`config.mk`:
```
export PLATFORM = sky130hd
export DESIGN_NAME = hbus_dword_bridge
export DESIGN_NICKNAME = d
export VERILOG_FILES = /design/src/rtl/hbus_pkg.sv /design/src/rtl/hbus_pair_track.sv /design/src/rtl/hbus_wr_merge.sv /design/src/rtl/hbus_rd_snap.sv /design/src/rtl/hbus_dword_bridge.sv
export SDC_FILE = /design/constraint.sdc
export NUM_CORES = 1
export LEC_CHECK = 0
export ABC_AREA = 1
export BUFFER_PORTS_ARGS = -buffer_cell sky130_fd_sc_hd__buf_2
export CORE_MARGIN = 3
export CORE_UTILIZATION = 45
export DETAILED_ROUTE_END_ITERATION = 10
export HOLD_SLACK_MARGIN = 0.03
export PLACE_DENSITY = 0.73
export SYNTH_ARGS = -nofsm -noshare
export SYNTH_HDL_FRONTEND = slang
export SYNTH_HIERARCHICAL = 1
export SYNTH_SLANG_ARGS = --single-unit
```
`constraint.sdc`:
```
create_clock -name clk -period 2.21 [get_ports clk]
set_input_delay 0.1105 -clock clk [delete_from_list [all_inputs] [get_ports clk]]
set_output_delay 0.1105 -clock clk [all_outputs]
set_load 0.1 [all_outputs]
```
`src/rtl/hbus_pkg.sv`:
```
package hbus_pkg;
  // classification of one host access with respect to the pending half
  typedef enum logic [1:0] {
    ACC_NONE   = 2'd0,
    ACC_FIRST  = 2'd1,
    ACC_SECOND = 2'd2,
    ACC_REPEAT = 2'd3
  } pair_kind_e;
endpackage

```
`src/rtl/hbus_pair_track.sv`:
```
module hbus_pair_track
  import hbus_pkg::*;
#(
  parameter int IDX_W = 6
) (
  input  logic             clk,
  input  logic             rst,
  input  logic             wide,
  input  logic             acc_wr,
  input  logic             acc_rd,
  input  logic             half,
  input  logic [IDX_W-1:0] idx,
  output pair_kind_e       kind,
  output logic             viol
);
  typedef struct packed {
    logic             valid;
    logic             is_wr;
    logic             half;
    logic [IDX_W-1:0] idx;
  } pend_t;

  pend_t pend_q;
  logic  access;
  logic  match;

  always_comb begin
    access = acc_wr | acc_rd;
    match  = pend_q.valid && (pend_q.idx == idx) && (pend_q.is_wr == acc_wr);
    kind   = ACC_NONE;
    if (access && !wide) begin
      if (match) kind = (half != pend_q.half) ? ACC_SECOND : ACC_REPEAT;
      else       kind = ACC_FIRST;
    end
    viol = (kind == ACC_REPEAT) || ((kind == ACC_FIRST) && pend_q.valid);
  end

  always_ff @(posedge clk) begin
    if (rst) begin
      pend_q <= '0;
    end else begin
      case (kind)
        ACC_FIRST:  pend_q <= '{valid: 1'b1, is_wr: acc_wr, half: half, idx: idx};
        ACC_SECOND,
        ACC_REPEAT: pend_q.valid <= 1'b0;
        default:    pend_q <= pend_q;
      endcase
    end
  end

  // nothing is ever pending while the bus is 32 bits wide
  p_pend_idle_wide_r2: assert property (@(posedge clk) disable iff (rst)
    wide |-> !pend_q.valid)
    else $error("pending half in 32-bit mode");
endmodule

```
`src/rtl/hbus_wr_merge.sv`:
```
module hbus_wr_merge
  import hbus_pkg::*;
#(
  parameter int IDX_W  = 6,
  parameter int DATA_W = 32
) (
  input  logic              clk,
  input  logic              rst,
  input  logic              wide,
  input  logic              acc_wr,
  input  pair_kind_e        kind,
  input  logic              half,
  input  logic [IDX_W-1:0]  idx,
  input  logic [DATA_W-1:0] wdata,
  output logic              int_wr,
  output logic [IDX_W-1:0]  int_waddr,
  output logic [DATA_W-1:0] int_wdata
);
  localparam int HALF_W = DATA_W / 2;

  logic [HALF_W-1:0] hold_q;

  always_ff @(posedge clk) begin
    if (rst) begin
      int_wr    <= 1'b0;
      int_waddr <= '0;
      int_wdata <= '0;
      hold_q    <= '0;
    end else begin
      int_wr <= 1'b0;
      if (acc_wr && wide) begin
        int_wr    <= 1'b1;
        int_waddr <= idx;
        int_wdata <= wdata;
      end else if (acc_wr && kind == ACC_FIRST) begin
        hold_q <= wdata[HALF_W-1:0];
      end else if (acc_wr && kind == ACC_SECOND) begin
        int_wr    <= 1'b1;
        int_waddr <= idx;
        int_wdata <= half ? {wdata[HALF_W-1:0], hold_q} : {hold_q, wdata[HALF_W-1:0]};
      end
    end
  end

  // an internal write only ever follows a host write access
  p_wr_after_access_r3: assert property (@(posedge clk) disable iff (rst)
    int_wr |-> $past(acc_wr))
    else $error("internal write without host write");
endmodule

```
`src/rtl/hbus_rd_snap.sv`:
```
module hbus_rd_snap
  import hbus_pkg::*;
#(
  parameter int DATA_W = 32
) (
  input  logic              clk,
  input  logic              rst,
  input  logic              wide,
  input  logic              acc_rd,
  input  pair_kind_e        kind,
  input  logic              half,
  input  logic [DATA_W-1:0] int_rdata,
  output logic              int_rd,
  output logic [DATA_W-1:0] host_rdata
);
  localparam int HALF_W = DATA_W / 2;

  logic [HALF_W-1:0] snap_q;
  logic [HALF_W-1:0] lo_w;
  logic [HALF_W-1:0] hi_w;

  always_comb begin
    lo_w       = int_rdata[HALF_W-1:0];
    hi_w       = int_rdata[DATA_W-1:HALF_W];
    int_rd     = acc_rd && (wide || kind == ACC_FIRST);
    host_rdata = '0;
    if (acc_rd) begin
      if (wide) begin
        host_rdata = int_rdata;
      end else if (kind == ACC_FIRST) begin
        host_rdata[HALF_W-1:0] = half ? hi_w : lo_w;
      end else if (kind == ACC_SECOND) begin
        host_rdata[HALF_W-1:0] = snap_q;
      end
    end
  end

  always_ff @(posedge clk) begin
    if (rst) begin
      snap_q <= '0;
    end else if (acc_rd && !wide && kind == ACC_FIRST) begin
      snap_q <= half ? lo_w : hi_w;
    end
  end

  // an internal read is only issued during a host read access
  p_rd_in_access_r4: assert property (@(posedge clk) disable iff (rst)
    int_rd |-> acc_rd)
    else $error("internal read outside host read");
endmodule

```
`src/rtl/hbus_dword_bridge.sv`:
```
module hbus_dword_bridge
  import hbus_pkg::*;
#(
  parameter int ADDR_W = 8,
  parameter int DATA_W = 32
) (
  input  logic              clk,
  input  logic              rst,
  input  logic              strap_wide,
  input  logic [ADDR_W-1:1] host_addr,
  input  logic              host_cs,
  input  logic              host_rd,
  input  logic              host_wr,
  input  logic [DATA_W-1:0] host_wdata,
  output logic [DATA_W-1:0] host_rdata,
  output logic              host_oe_lo,
  output logic              host_oe_hi,
  output logic              int_rd,
  output logic [ADDR_W-3:0] int_raddr,
  input  logic [DATA_W-1:0] int_rdata,
  output logic              int_wr,
  output logic [ADDR_W-3:0] int_waddr,
  output logic [DATA_W-1:0] int_wdata,
  output logic              seq_err,
  output logic [DATA_W-1:0] cfg_status
);
  localparam int IDX_W = ADDR_W - 2;

  logic             wide_q;
  logic             acc_wr;
  logic             acc_rd;
  logic             half;
  logic [IDX_W-1:0] idx;
  pair_kind_e       kind;
  logic             viol;

  always_ff @(posedge clk) begin
    if (rst) wide_q <= strap_wide;
  end

  always_comb begin
    acc_wr     = host_cs & host_wr;
    acc_rd     = host_cs & host_rd & ~host_wr;
    half       = host_addr[1];
    idx        = host_addr[ADDR_W-1:2];
    host_oe_lo = acc_rd;
    host_oe_hi = acc_rd & wide_q;
    int_raddr  = idx;
    cfg_status = '0;
    cfg_status[2] = wide_q;
  end

  hbus_pair_track #(.IDX_W(IDX_W)) track_i (
    .clk(clk), .rst(rst), .wide(wide_q), .acc_wr(acc_wr), .acc_rd(acc_rd),
    .half(half), .idx(idx), .kind(kind), .viol(viol)
  );

  hbus_wr_merge #(.IDX_W(IDX_W), .DATA_W(DATA_W)) wr_i (
    .clk(clk), .rst(rst), .wide(wide_q), .acc_wr(acc_wr), .kind(kind),
    .half(half), .idx(idx), .wdata(host_wdata),
    .int_wr(int_wr), .int_waddr(int_waddr), .int_wdata(int_wdata)
  );

  hbus_rd_snap #(.DATA_W(DATA_W)) rd_i (
    .clk(clk), .rst(rst), .wide(wide_q), .acc_rd(acc_rd), .kind(kind),
    .half(half), .int_rdata(int_rdata), .int_rd(int_rd), .host_rdata(host_rdata)
  );

  always_ff @(posedge clk) begin
    if (rst) seq_err <= 1'b0;
    else     seq_err <= viol;
  end

  // the latched width never moves once reset is released
  p_width_hold_r1: assert property (@(posedge clk) disable iff (rst)
    !rst |=> $stable(wide_q))
    else $error("width changed after reset");

  // a flagged violation never comes with an internal write
  p_no_wr_with_err_r5: assert property (@(posedge clk) disable iff (rst)
    seq_err |-> !int_wr)
    else $error("internal write during error pulse");

  // upper lanes are never driven on a 16-bit bus
  p_hi_lane_off_r8: assert property (@(posedge clk) disable iff (rst)
    !wide_q |-> !host_oe_hi)
    else $error("upper lanes driven in 16-bit mode");
endmodule

```
==> results of run 1 <==
## cell families (layout without fill, tap and decap cells)
kind of cell / Yosys count / in the layout / synth area share
flops: 82 / 82 / 0.311
xor+xnor: 2 / 2 / 0.00329
compound gates: 62 / 62 / 0.0590
buf+inv: 197 / 321 / 0.185
simple gates: 574 / 574 / 0.439
mux: 1 / 1 / 0.00188
other cells: 1 / 31 / 0.000705
## worst min-delay path, cell delays in order
cell,delay (ns)
buf_2,0.12
nand2_1,0.06
nand2_1,0.04
## layer usage
metal,wire [µm],part of all wire,vias up,track usage
met5,0,0,-,0
met4,87,0.0060,0,0.0477
met3,1110,0.076,6,0.0344
met2,6580,0.45,182,0.328
met1,6760,0.47,2505,0.312
li1,-,-,2997,-
## power by group
part / leakage (nW) / total, mW / switching (mW) / internal, mW
Clock: 0.135 / 1.36 / 0.575 / 0.788
Combinational: 3.17 / 1.36 / 1.03 / 0.335
Sequential: 0.669 / 1.56 / 0.0296 / 1.53
Total: 3.97 / 4.29 / 1.63 / 2.66
## cell usage after synthesis
| cell | number |
|---|---|
| a21oi_1 | 17 |
| a21oi_2 | 1 |
| buf_2 | 21 |
| buf_4 | 45 |
| buf_6 | 6 |
| clkbuf_1 | 10 |
| conb_1 | 1 |
| dfxtp_1 | 81 |
| edfxtp_1 | 1 |
| inv_1 | 110 |
| inv_2 | 3 |
| inv_4 | 2 |
| mux2i_1 | 1 |
| nand2_1 | 390 |
| nand2_2 | 3 |
| nand2_4 | 1 |
| nand3_1 | 67 |
| nand3_2 | 2 |
| nand4_1 | 11 |
| nor2_1 | 94 |
| nor2_2 | 2 |
| nor2_4 | 3 |
| nor2_8 | 1 |
| o21ai_0 | 42 |
| o21ai_1 | 2 |
| xnor2_1 | 2 |
## path summary, 6_finish.rpt
path                             startpoint  slack (ns)                              end  cells past startpoint
max          track_i/pend_q[7]$_SDFFE_PP0N_        0.03                   host_rdata[12]                     12
min                            host_addr[2]        0.04   wr_i/int_waddr[0]$_SDFFE_PP0P_                      3
max reg2reg  track_i/pend_q[0]$_SDFFE_PP0N_        0.32  wr_i/int_wdata[14]$_SDFFE_PP0P_                     14
min reg2reg  wr_i/int_wdata[4]$_SDFFE_PP0P_        0.45   wr_i/int_wdata[4]$_SDFFE_PP0P_                      2
## final cells by class
type	count	area, µm²
Fill cell	1063	4110
Sequential cell	82	1660
Tap cell	143	179
Multi-Input combinational cell	670	3160
Clock inverter	5	31.3
Inverter	115	465
Timing Repair Buffer	189	1610
Timing Repair inverter	1	8.76
Clock buffer	11	243
## registers in the layout, indices dropped and copies added (netlist names)
signal / flops
wr_i/hold_q: 16
wr_i/int_wr: 1
rd_i/snap_q: 16
track_i/pend_q: 9
wide_q: 1
seq_err: 1
wr_i/int_wdata: 32
wr_i/int_waddr: 6
## through the flow
stage          instances  area, µm²
2_1_floorplan        949       5710
3_3_place_gp        1186       6800
3_5_place_dp        1186       6800
4_1_cts             1205       7120
5_1_grt             1216       7350
6_report            1216       7350
## what timing repair did
| item | CTS | global route |
|---|---|---|
| setup buffers | 0 | 8 |
| pin swaps | 1 | 10 |
| hold endpoints to repair | 3 | 0 |
| setup endpoints to repair | 12 | 16 |
| hold buffers | 3 | 0 |
| gates cloned | 0 | 3 |
| gates resized for setup | 5 | 32 |
==> run metrics, run 1 <==
Die Height=115 µm; Worst Hold Class=in -> reg; initial antenna violation count=0; commonest non-fill, non-tap cell in the layout=nand2_1; vias in the first global route=4863; Max VDD drop=313 µV; power per standard cell area=583 nW/µm²; unrepaired setup endpoints after global routing=yes; Synth area leaders=dfxtp_1 30%, nand2_1 28%, inv_1 7.8%, nor2_1 6.6%, buf_4 6.4%; initial detailed-routing violation count=331; post-route ant nets=0; Critical Path AT=2.07 ns; Clk Latency, worst-skew pair=0.32 ns; Synth Register Bits=82; maximum clock insertion buffer count=2; average routed wire per standard cell=12.0 µm; worst slew pin tran=0.559 ns; Startpoint Class=flip-flop; Buf+Inv Stages, Crit Path=3; WL final=14500 µm; Layout area overhead=38.3%; Hold WS=0.0405 ns; DRC=0; CTS H-tree depth=3; Setup violations, final=0; most frequent cells in the layout=376 x nand2_1, 126 x buf_2, 107 x inv_1; final net count=1145; CP cell instances=nor2_1 > o21ai_2 > nor2_2 > nand2_2 > nand2_4 > nand2_8 > clkinv_8 > nor2_4 > clkbuf_16 > nand3_4 > a21oi_4 > buf_12; sequential-to-total area share from yosys stat=0.311; Max Clk Rate=459 MHz; Max stage delay cell, worst path=dfxtp_2; cell taking the most area after synthesis=dfxtp_1; # IOs=190; Total GRT Usage=0.212; CTS tree=built; CTS root buffer=clkbuf_16; port buffer count=158; gr ovfl total=0; via count=5690; cell family with most CP delay=simple AND/OR/NAND/NOR gates; Crit Path Class=reg -> out; Netlist cell types=26; Worst slew margin=0.627; Via density=4.68; Mean Syn Cell Area=5.79 µm²; part of the cycle the worst path needs=0.986; Inserted Clock Buffers=9; Tmin final=2.18 ns; CTS sink count=82; max incr delay on CP=0.35 ns; Final Hold Fails=0; Routability Congestion=0.815; pin count of the biggest net entering global routing=57; Slew Limit Fails=0; core box area=11500 µm²; status=finished, final reports clean; static leakage=3.97 nW; clock-pin slew on the worst setup and hold paths=0.06 ns; Crit Path Max Fanout=6; clk_skew=0.0103 ns; Place WS=0.133 ns; Power, Total=4.29 mW; MaxCap Viol Count=0; drt pass-1 iters=5; yosys warns=6; fin util=0.641; Ant. Diodes=0; DIE AREA=13200 µm²; gate count of the mapped netlist=919; global-route wire length before repair=23400 µm; site row count=39; Synth Cell Area=5320 µm²; setup total negative slack=0 ns; final worst slack=0.0301 ns; share of layout cells above drive strength 1=0.266; chip width=115 µm; dpl hpwl=10400 µm; Worst Setup End Kind=output port; Yosys top cell area share=0.305; effective utilization at floorplan=0.464; Critical Path RT=2.10 ns
Power figures use the tool's default switching activity.
==> run 2, diff against run 1 <==
CTS_BUF_LIST = sky130_fd_sc_hd__clkbuf_16   (was unset)
==> run 2 against run 1 <==
Effect of this change: cell count about the same; wire length about the same; first-iteration DRC count increased by 15%; critical endpoint is now host_rdata[7]; power decreased by 0.93%; sequential cell count unchanged; critical path type unchanged; setup slack improved by 0.0016 ns.
==> run metrics, run 2 (synthesis results as in run 1) <==
CTS H-tree depth=3; CTS tree=built; Worst slew margin=0.627; dpl cells=1186; Worst Hold Class=in -> reg; chip width=115 µm; Crit Path Max Fanout=6; Final Hold Fails=0; Clk Latency, worst-skew pair=0.32 ns; CTS root buffer=clkbuf_16; Post-Route M1 WL=6790 µm; Slew Limit Fails=0; most frequent cells in the layout=376 x nand2_1, 126 x buf_2, 108 x inv_1; end of the worst hold path=wr_i/int_waddr[3]$_SDFFE_PP0P_; slack of the worst reg-to-reg path=0.32 ns; DIE AREA=13200 µm²; initial detailed-routing violation count=380; final net count=1146; status=finished, final reports clean; Setup violations, final=0; r2r worst-path depth=14; # IOs=190; unrepaired setup endpoints after global routing=yes; via count=5689; core box area=11500 µm²; CTS sink count=82; Detail Route met3 WL=1120 µm; vias in the first global route=4880; Tmin final=2.18 ns; drt pass-1 iters=5; worst hold stages=3; DRC=0; Startpoint Class=flip-flop; Filler Cell Count=1067; Max stage delay cell, worst path=dfxtp_2; worst hold path startpoint=host_addr[5]; Top cell by count, worst path=buf_12; Max Clk Rate=459 MHz; clk_skew=0.0103 ns; Routability Congestion=0.815; CP cell instances=nor2_1 > o21ai_2 > nor2_2 > nand2_2 > nand2_4 > nand2_8 > clkinv_8 > nor2_4 > buf_12 > nand3_2 > a21oi_4 > buf_12; Crit Path Class=reg -> out; metal2 WL=6540 µm; Ant. Diodes=0; post-route ant nets=0; Top Metal Used=met4; Worst Setup End Kind=output port; power per standard cell area=578 nW/µm²; Die Height=115 µm; top flop regs=wr_i/int_wdata: 32 flops, rd_i/snap_q: 16 flops, wr_i/hold_q: 16 flops; site row count=39; global-route wire length before repair=23400 µm; Inserted Clock Buffers=9; gr ovfl total=0; MaxCap Viol Count=0; Via density=4.67; Critical R2R Launch=track_i/pend_q[0]$_SDFFE_PP0N_; reg-to-reg endpoint=wr_i/int_wdata[14]$_SDFFE_PP0P_; Final Non-Filler Cells=1217; max FFs per register=32; Max VDD drop=314 µV; fin util=0.641; Total GRT Usage=0.213; effective utilization at floorplan=0.464; clock-pin slew on the worst setup and hold paths=0.06 ns; pin count of the biggest net entering global routing=57; initial antenna violation count=0; average routed wire per standard cell=11.9 µm; WL final=14500 µm; port buffer count=158; Layout area overhead=38.2%; Critical Path AT=2.07 ns; part of the cycle the worst path needs=0.986; max incr delay on CP=0.35 ns; share of layout cells above drive strength 1=0.264; worst slew pin tran=0.559 ns; setup total negative slack=0 ns; dpl hpwl=10400 µm; static leakage=3.97 nW; commonest non-fill, non-tap cell in the layout=nand2_1; Biggest register=wr_i/int_wdata; maximum clock insertion buffer count=2; Critical Path RT=2.10 ns; Power, Total=4.25 mW
==> run 2: cell type report <==
class	count	area [µm²]	share of cell area
inverter	115	465	0.0633
tap	143	179	0.0243
sequential	82	1660	0.226
timing repair inverter	1	8.76	0.00119
clock buffer	9	225	0.0306
timing repair buffer	190	1620	0.220
clock inverter	7	38.8	0.00528
multi-input combinational	670	3160	0.430
==> run 2: worst max path at each step <==
stage                                        start                          end  slack (ns)
floorplan                                  host_wr               host_rdata[16]       -0.22
global placement                           host_wr  rd_i/snap_q[8]$_SDFFE_PP0P_        0.18
detailed placement                         host_wr               host_rdata[15]        0.13
CTS                 track_i/pend_q[4]$_SDFFE_PP0N_                host_rdata[4]       0.009
global route        track_i/pend_q[5]$_SDFFE_PP0N_                host_rdata[9]       -0.06
finish              track_i/pend_q[7]$_SDFFE_PP0N_                host_rdata[7]        0.03
==> run 2: critical path: cells and delay by family, from the launching register on <==
family / cells / cell delay (ns)
AOI/OAI and AO/OA: 2 / 0.32
buffers and inverters: 3 / 0.42
DFF: 1 / 0.35
and+or+nand+nor: 7 / 0.65
==> run 2: timing repair <==
item | in CTS | in global routing
gates resized for setup | 5 | 31
gates cloned | 0 | 3
hold buffers | 4 | 0
pin swaps | 1 | 10
endpoints found under the setup margin | 12 | 16
buffers inserted | 0 | 8
endpoints found under the hold margin | 4 | 0
==> run 2: per-layer routing <==
layer	up-vias	global-route usage
met5	-	0
met4	0	0.0477
met3	6	0.0344
met2	195	0.330
met1	2488	0.311
li1	3000	-
==> run 2: where the power goes <==
| group | switching (mW) | leakage (nW) | total (mW) | internal, mW |
|---|---|---|---|---|
| Combinational | 1.03 | 3.17 | 1.36 | 0.336 |
| Clock | 0.574 | 0.134 | 1.32 | 0.748 |
| Sequential | 0.0296 | 0.669 | 1.56 | 1.53 |
| Total | 1.63 | 3.97 | 4.25 | 2.62 |
==> run 2: stage by stage <==
stage	hold slack (ns)	setup slack, ns	instance area (µm²)
floorplan	0.182	-0.218	5710
global route	0.0486	-0.0626	7350
global placement	0.288	0.178	6800
detailed placement	0.290	0.133	6800
CTS	0.0341	0.00864	7120
finish	0.0437	0.0317	7350
